--- src/rtl/reduce_seq.sv ---
module reduce_seq #(
  parameter int W     = 16,
  parameter int MAXVL = 8,
  localparam int IW   = $clog2(MAXVL),
  localparam int VW   = $clog2(MAXVL + 1)
) (
  input  logic             clk,
  input  logic             rst_n,
  input  logic             start,
  input  logic [4:0]       mode,
  input  logic [VW-1:0]    vl,
  input  logic [MAXVL-1:0] pmask,
  input  logic [W-1:0]     acc_init,
  output logic             op_req,
  output logic [IW-1:0]    op_idx,
  output logic [W-1:0]     op_acc,
  input  logic             op_valid,
  input  logic [W-1:0]     op_res,
  output logic [W-1:0]     acc_out,
  output logic             busy,
  output logic             done,
  output logic             illegal
);

  typedef enum logic [1:0] {S_IDLE, S_STEP, S_WAIT} st_t;

  st_t              st;
  logic [W-1:0]     acc;
  logic [IW-1:0]    idx;
  logic [VW-1:0]    rem;
  logic [VW-1:0]    vl_q;
  logic [MAXVL-1:0] mask_q;
  logic             rg_q;
  logic             done_q, ill_q;

  wire is_red = (mode[1:0] == 2'b00) && mode[2] && !mode[4];
  wire is_rsv = (mode[1:0] == 2'b00) && mode[2] &&  mode[4];
  wire [VW-1:0] vl_eff = (vl > VW'(MAXVL)) ? VW'(MAXVL) : vl;
  wire [IW-1:0] idx_nxt = rg_q ? idx - IW'(1) : idx + IW'(1);

  assign op_req  = (st == S_WAIT);
  assign op_idx  = idx;
  assign op_acc  = acc;
  assign acc_out = acc;
  assign busy    = (st != S_IDLE);
  assign done    = done_q;
  assign illegal = ill_q;

  always_ff @(posedge clk or negedge rst_n) begin
    if (!rst_n) begin
      st     <= S_IDLE;
      acc    <= '0;
      idx    <= '0;
      rem    <= '0;
      vl_q   <= '0;
      mask_q <= '0;
      rg_q   <= 1'b0;
      done_q <= 1'b0;
      ill_q  <= 1'b0;
    end else begin
      done_q <= 1'b0;
      ill_q  <= 1'b0;
      case (st)
        S_IDLE: if (start) begin
          if (is_red) begin
            acc    <= acc_init;
            idx    <= mode[3] ? IW'(vl_eff - VW'(1)) : '0;
            rem    <= vl_eff;
            vl_q   <= vl_eff;
            mask_q <= pmask;
            rg_q   <= mode[3];
            st     <= S_STEP;
          end else begin
            done_q <= 1'b1;
            ill_q  <= is_rsv;
          end
        end
        S_STEP: begin
          if (rem == '0) begin
            st     <= S_IDLE;
            done_q <= 1'b1;
          end else if (mask_q[idx]) begin
            st <= S_WAIT;
          end else begin
            idx <= idx_nxt;
            rem <= rem - VW'(1);
          end
        end
        S_WAIT: if (op_valid) begin
          acc <= op_res;
          idx <= idx_nxt;
          rem <= rem - VW'(1);
          st  <= S_STEP;
        end
        default: st <= S_IDLE;
      endcase
    end
  end

  a_r2_illegal_with_done: assert property (@(posedge clk) disable iff (!rst_n)
    illegal |-> done);

  a_r2_reserved_rejected: assert property (@(posedge clk) disable iff (!rst_n)
    (start && !busy && is_rsv) |=> (illegal && done && !busy && !op_req));

  a_r6_acc_holds: assert property (@(posedge clk) disable iff (!rst_n)
    (busy && !(op_req && op_valid)) |=> $stable(acc_out));

  a_r7_req_holds: assert property (@(posedge clk) disable iff (!rst_n)
    (op_req && !op_valid) |=> (op_req && $stable(op_idx) && $stable(op_acc)));

  a_r11_idx_in_range: assert property (@(posedge clk) disable iff (!rst_n)
    op_req |-> (VW'(op_idx) < vl_q));

  a_r6_req_only_active: assert property (@(posedge clk) disable iff (!rst_n)
    op_req |-> mask_q[op_idx]);

endmodule

--- config.mk ---
export PLATFORM = sky130hd
export DESIGN_NAME = reduce_seq
export DESIGN_NICKNAME = d
export VERILOG_FILES = /design/src/rtl/reduce_seq.sv
export SDC_FILE = /design/constraint.sdc
export NUM_CORES = 1
export LEC_CHECK = 0
export ABC_AREA = 1
export BUFFER_PORTS_ARGS = -buffer_cell sky130_fd_sc_hd__buf_2
export CAP_MARGIN = 30
export CELL_PAD_IN_SITES_DETAIL_PLACEMENT = 2
export CELL_PAD_IN_SITES_GLOBAL_PLACEMENT = 2
export CORE_MARGIN = 1.5
export CORE_UTILIZATION = 30
export CTS_BUF_LIST = sky130_fd_sc_hd__clkbuf_4
export DETAILED_ROUTE_END_ITERATION = 7
export HOLD_SLACK_MARGIN = 0.06
export PLACE_DENSITY_LB_ADDON = 0.15
export RECOVER_POWER = 25
export SETUP_SLACK_MARGIN = 0.2
export SLEW_MARGIN = 20
export SYNTH_ARGS = -nofsm -noshare
export SYNTH_HDL_FRONTEND = slang
export SYNTH_SLANG_ARGS = --single-unit
--- constraint.sdc ---
create_clock -name clk -period 2.5 [get_ports clk]
set_input_delay 0.625 -clock clk [delete_from_list [all_inputs] [get_ports clk]]
set_output_delay 0.625 -clock clk [all_outputs]
set_load 0.05 [all_outputs]
== After elaboration in Yosys (flattened, before gate mapping) ==
Index checks and enable logic that the tools add are counted.

* Reductions and logical operators: 14
* $add $sub $neg: 4
* Multiplexer cells: 34
* Magnitude comparators: 2
* Eq/ne operators: 8

{| class="wikitable"
|+ Operators by type and width
! kind !! count
|-
| 2-to-1 mux 16 bit || 3
|-
| one-hot mux 16 bit (2 select lines) || 1
|-
| 2-to-1 mux 4 bit || 6
|-
| 2-to-1 mux 3 bit || 7
|-
| one-hot mux 4 bit (3 select lines) || 1
|-
| 2-to-1 mux 2 bit || 5
|-
| one-hot mux 3 bit (3 select lines) || 1
|-
| inequality test 2 bit, second input constant || 4
|-
| AND reduction 4 bit || 2
|-
| 2-to-1 mux 1 bit || 7
|-
| one-hot mux 2 bit (3 select lines) || 1
|-
| AND reduction 6 bit || 1
|-
| subtractor 3 x 1 -> 3 bit, second input constant || 2
|-
| greater-than comparator 4 bit, second input constant || 1
|-
| logical NOT 2 bit || 2
|-
| logical NOT 4 bit || 1
|-
| less-than comparator 3 x 4 -> 1 bit, second input constant || 1
|-
| nonzero test 2 bit || 2
|-
| subtractor 4 x 1 -> 4 bit, second input constant || 1
|-
| adder 3 x 1 -> 3 bit, second input constant || 1
|-
| binary-select mux 1 bit (select 3 bit) || 1
|-
| logical AND 1 bit || 3
|-
| inequality test 3 bit, second input constant || 1
|-
| AND reduction 3 bit || 1
|-
| other kinds (6) || 6
|}

* Register bits after elaboration: 36
* Input bits: 53
* Output and inout bits: 39

== Longest topological paths before layout ==
* Depth in word-level cells: 7
* Gate-level depth with buffers: 11
* Mapped depth without buffers: 10

== Worst setup path before layout ==
No wires, ideal clock.

* Path kind: reg-to-reg
* Start: reg idx[0], in the netlist op_idx[0]
* End: reg idx[2], in the netlist op_idx[2]
* Cell stages (with the launch flop): 9
* Slack: 0.616 ns
* Period minus slack after synthesis: 1.884 ns
* Path buffers: 0
* Required time: 2.380 ns
* Arrival: 1.764 ns
* Cell sequence: dfrtp_1 > inv_2 > fa_1 > xnor2_1 > nand2_1 > nand3_1 > nand2_1 > nand3_1 > nand2_1

* Cells in the longest elaborated chain, start to end: 5
* Elaborated cells between the ends (all ways): 11

{| class="wikitable"
|+ Ends and longest elaborated chain
! element !! RTL line !! RTL
|-
| start: declaration || 29 || <nowiki>logic [IW-1:0] idx;</nowiki>
|-
| start signal: assignment || 67 || <nowiki>idx <= mode[3] ? IW'(vl_eff - VW'(1)) : '0;</nowiki>
|-
| start signal: assignment || 85 || <nowiki>idx <= idx_nxt;</nowiki>
|-
| start signal: assignment || 91 || <nowiki>idx <= idx_nxt;</nowiki>
|-
| adder 3 x 1 -> 3 bit or subtractor 3 x 1 -> 3 bit (tied branches) || 39 || <nowiki>wire [IW-1:0] idx_nxt = rg_q ? idx - IW'(1) : idx + IW'(1);</nowiki>
|-
| 2-to-1 mux 3 bit || 39 ||
|-
| 2-to-1 mux 3 bit || 82 || <nowiki>end else if (mask_q[idx]) begin</nowiki>
|-
| 2-to-1 mux 3 bit || 79 || <nowiki>if (rem == '0) begin</nowiki>
|-
| one-hot mux 3 bit (3 select lines) || 63 || <nowiki>case (st)</nowiki>
|}

Several ways; a longest one is shown, not always the timed one. The select of a mux whose other input is x is not followed.
A chain may end at the register's enable or synchronous reset.

== Worst setup path in the final report ==
* Start: reg st[0]
* End: out busy

* Cells in the longest elaborated chain, start to end: 1

{| class="wikitable"
|+ Ends and longest elaborated chain
! element !! RTL line !! RTL
|-
| start: declaration || 27 || <nowiki>st_t st;</nowiki>
|-
| start signal: assignment || 51 || <nowiki>st <= S_IDLE;</nowiki>
|-
| start signal: assignment || 72 || <nowiki>st <= S_STEP;</nowiki>
|-
| start signal: assignment || 80 || <nowiki>st <= S_IDLE;</nowiki>
|-
| nonzero test 2 bit || 45 || <nowiki>assign busy = (st != S_IDLE);</nowiki>
|-
| end: declaration || 20 || <nowiki>output logic busy,</nowiki>
|}

No other way between the ends.

==> impl_metrics.toml <==
[run_status]
outcome = "complete, but fails checks"
violations = "max-capacitance violations, max-slew violations"

[clocking]
cts_tree = "yes"
insertion_delay_ns = 0.34
cts-root-buf = "clkbuf_4"
cts-buffers-inserted = 5
post-cts-setup-buffers = 0
cts-resized-gates = 0
cts_max_level = 2
ctsHoldBuffers = 0
cts_num_sinks = 36
cts.reportedPaths.clkPinSlew_ns = 0.12
clockBufferDepth = 2

[timing]
skew_ns = 0.0113
finalCriticalPeriod_ns = 2.13
fin_crit_sh_pct = 85.1
rsz0062_at_grt = "false"
final_hold_viol_count = 0
setup_viol_count_final = 0
clock.fmax_ghz = 0.470
final-max-slew-violation-count = 37
fin_tns_setup_ns = 0
slew_headroom_pct = -33.9
worst_pin_slew_ns = 2.01

[worst_setup_path]
crit_arrival_ns = 1.50
start_kind = "flop"
startpoint = "st[0]$_DFFE_PN0P_"
setup.worst_path.class = "flop to output pin"
worstPathMaxFanout = 5
r2r-start = "st[0]$_DFFE_PN0P_"
end_kind = "output pin"
required_ns = 1.88

[finish]
final_util_pct = 37.3
layout.cells.non_filler = 432
nets = 392
antenna_cells = 0
drive_above_1_share_pct = 38.7
area_delta_synth_final_pct = 20.8

[route]
vias_per_cell = 4.59
drc = 0
drtPass1Iterations = 3
wl_met2_mm = 2.96
drt_wl_total_mm = 5.67
routedWlPerCell_um = 13.1
vias = 1981
m1WireLength_mm = 2.42
antenna_left = 0
drt_iter0_drc = 52
top_layer_used = "met4"
wl_met3_um = 226

[die]
die_area_um2 = 7950
start_util_pct = 30.9
die_y_um = 89.2
pin_count = 92
fp-row-count = 31
core_um2 = 7210
die_w_um = 89.2

[synth]
netlist_top_cells_area = "dfrtp_1, nand2_1, mux2i_1"
synth_cells = 255
syn_nets = 315
synth_area_leader_cell = "dfrtp_1"
yosysSeqAreaShare_pct = 40.4
synth.most_common_cell = "nand2_1"
yosys-top-cells-count = "nand2_1, dfrtp_1, inv_1, nand3_1"
netlist_area_um2 = 2230
async_flop_share_pct = 100
yosys_warnings = 0
synth_edf_count = 0
syn_area_per_cell_um2 = 8.73
synth_top_area_share_pct = 40.4
synth_cell_types = 28
ys_dominant_reg_cell = "dfrtp_1"
ys_ff_latch = 36

[global_routing]
grt_pass1_wl_mm = 8.85
overflow = 0
grt_max_degree = 37
antenna_found_initial = 0
grt_pass1_vias = 1944
grt_use_total_pct = 14.5

[pwr]
ir_drop_mv = 0.516
power_switching_w = 0.00245
power_frac_seq_pct = 25.2
clkPwrFrac_pct = 7.7
leakage_nw = 1.43
switching_share_pct = 59.0
internal-power_w = 0.00170
comb_power_share_pct = 67.1
cellPowerDensity_nw_per_um2 = 1540

[placement]
numPortBuffers = 91
globalplace.congestion = 0.680
dp_cells = 424
dp_hpwl_mm = 4.54

[hold_path]
hold_start = "acc_out[13]$_DFFE_PN0P_"
hp-class = "flop to flop"

[run]
cap_violations = 1
state kept, by name, summed over array words and instances (netlist names):
signal,count
op_idx,3
rem,4
mask_q,8
done,1
st,2
rg_q,1
illegal,1
acc_out,16
path summary, 6_finish.rpt:
path / to / cells after the start / slack, ns
max: busy / 4 / 0.37
min in group asynchronous: mask_q[1]$_DFFE_PN0P_ / 1 / 0.83
min: acc_out[13]$_DFFE_PN0P_ / 2 / 0.51
min reg2reg: acc_out[13]$_DFFE_PN0P_ / 2 / 0.51
max reg2reg: acc_out[7]$_DFFE_PN0P_ / 7 / 0.63
max in group asynchronous: rem[1]$_DFFE_PN0P_ / 1 / 0.51
cells in the final DEF (no fill, tap or decap), types with 2 or more instances in the layout:
cell	netlist	layout
buf_2	1	90
nand2_1	59	59
dfrtp_1	36	36
inv_1	28	28
nand3_1	17	17
mux2i_1	16	16
nor2_1	15	15
o21ai_2	14	14
o21ai_0	10	10
a21oi_1	7	7
clkbuf_4	0	6
ha_1	6	5
inv_2	3	3
nand3_4	3	3
nor3_1	2	2
nand2_2	2	2
nand3_2	2	2
a21oi_2	2	2
o22ai_1	2	2
nand4_1	2	2
critical path: stages, from the launching register on:
cell	delay (ns)
dfrtp_1	0.41
inv_1	0.09
ha_1	0.30
inv_2	0.10
buf_2	0.26
layout make-up:
type,instances,area (µm²)
multi-input combinational,166,1030
timing repair buffer,92,462
clock inverter,2,11.3
clock buffer,6,45.0
inverter,31,116
sequential,36,901
tap,99,124
fill,873,4520
logic make-up after synthesis:
logic type	Yosys count	synth area share (%)
simple gates	105	22.7
buf+inv	53	13.4
compound gates	36	11.2
flops	36	40.4
mux	16	7.19
fa+ha+maj	7	4.27
xor+xnor	2	0.787
power groups by stage:
stage / Combinational [W] / Sequential [W] / Clock, W
after global routing: 0.00305 / 0.00109 / 0.000356
final: 0.00278 / 0.00105 / 0.000319
after detailed placement: 0.00282 / 0.00107 / 0
after CTS: 0.00283 / 0.00106 / 0.000339
after floorplan: 0.00190 / 0.00155 / 0
after global placement: 0.00276 / 0.00106 / 0
per-layer routing:
metal	vias to the layer above	GRT usage, %
met5	-	0
met4	0	5.03
met3	5	2.86
met2	43	25.6
met1	974	17.5
li1	959	-
stage by stage:
step                      worst slack, ns  area (µm²)  power, W  hold WS (ns)
after global routing                0.129        2690   0.00450         0.511
after floorplan                     0.616        2230   0.00345         0.329
after CTS                           0.265        2690   0.00423         0.402
after global placement              0.642        2630   0.00381         0.460
final                               0.373        2690   0.00415         0.512
after detailed placement            0.534        2630   0.00389         0.487
(Power assumes the default switching activity.)
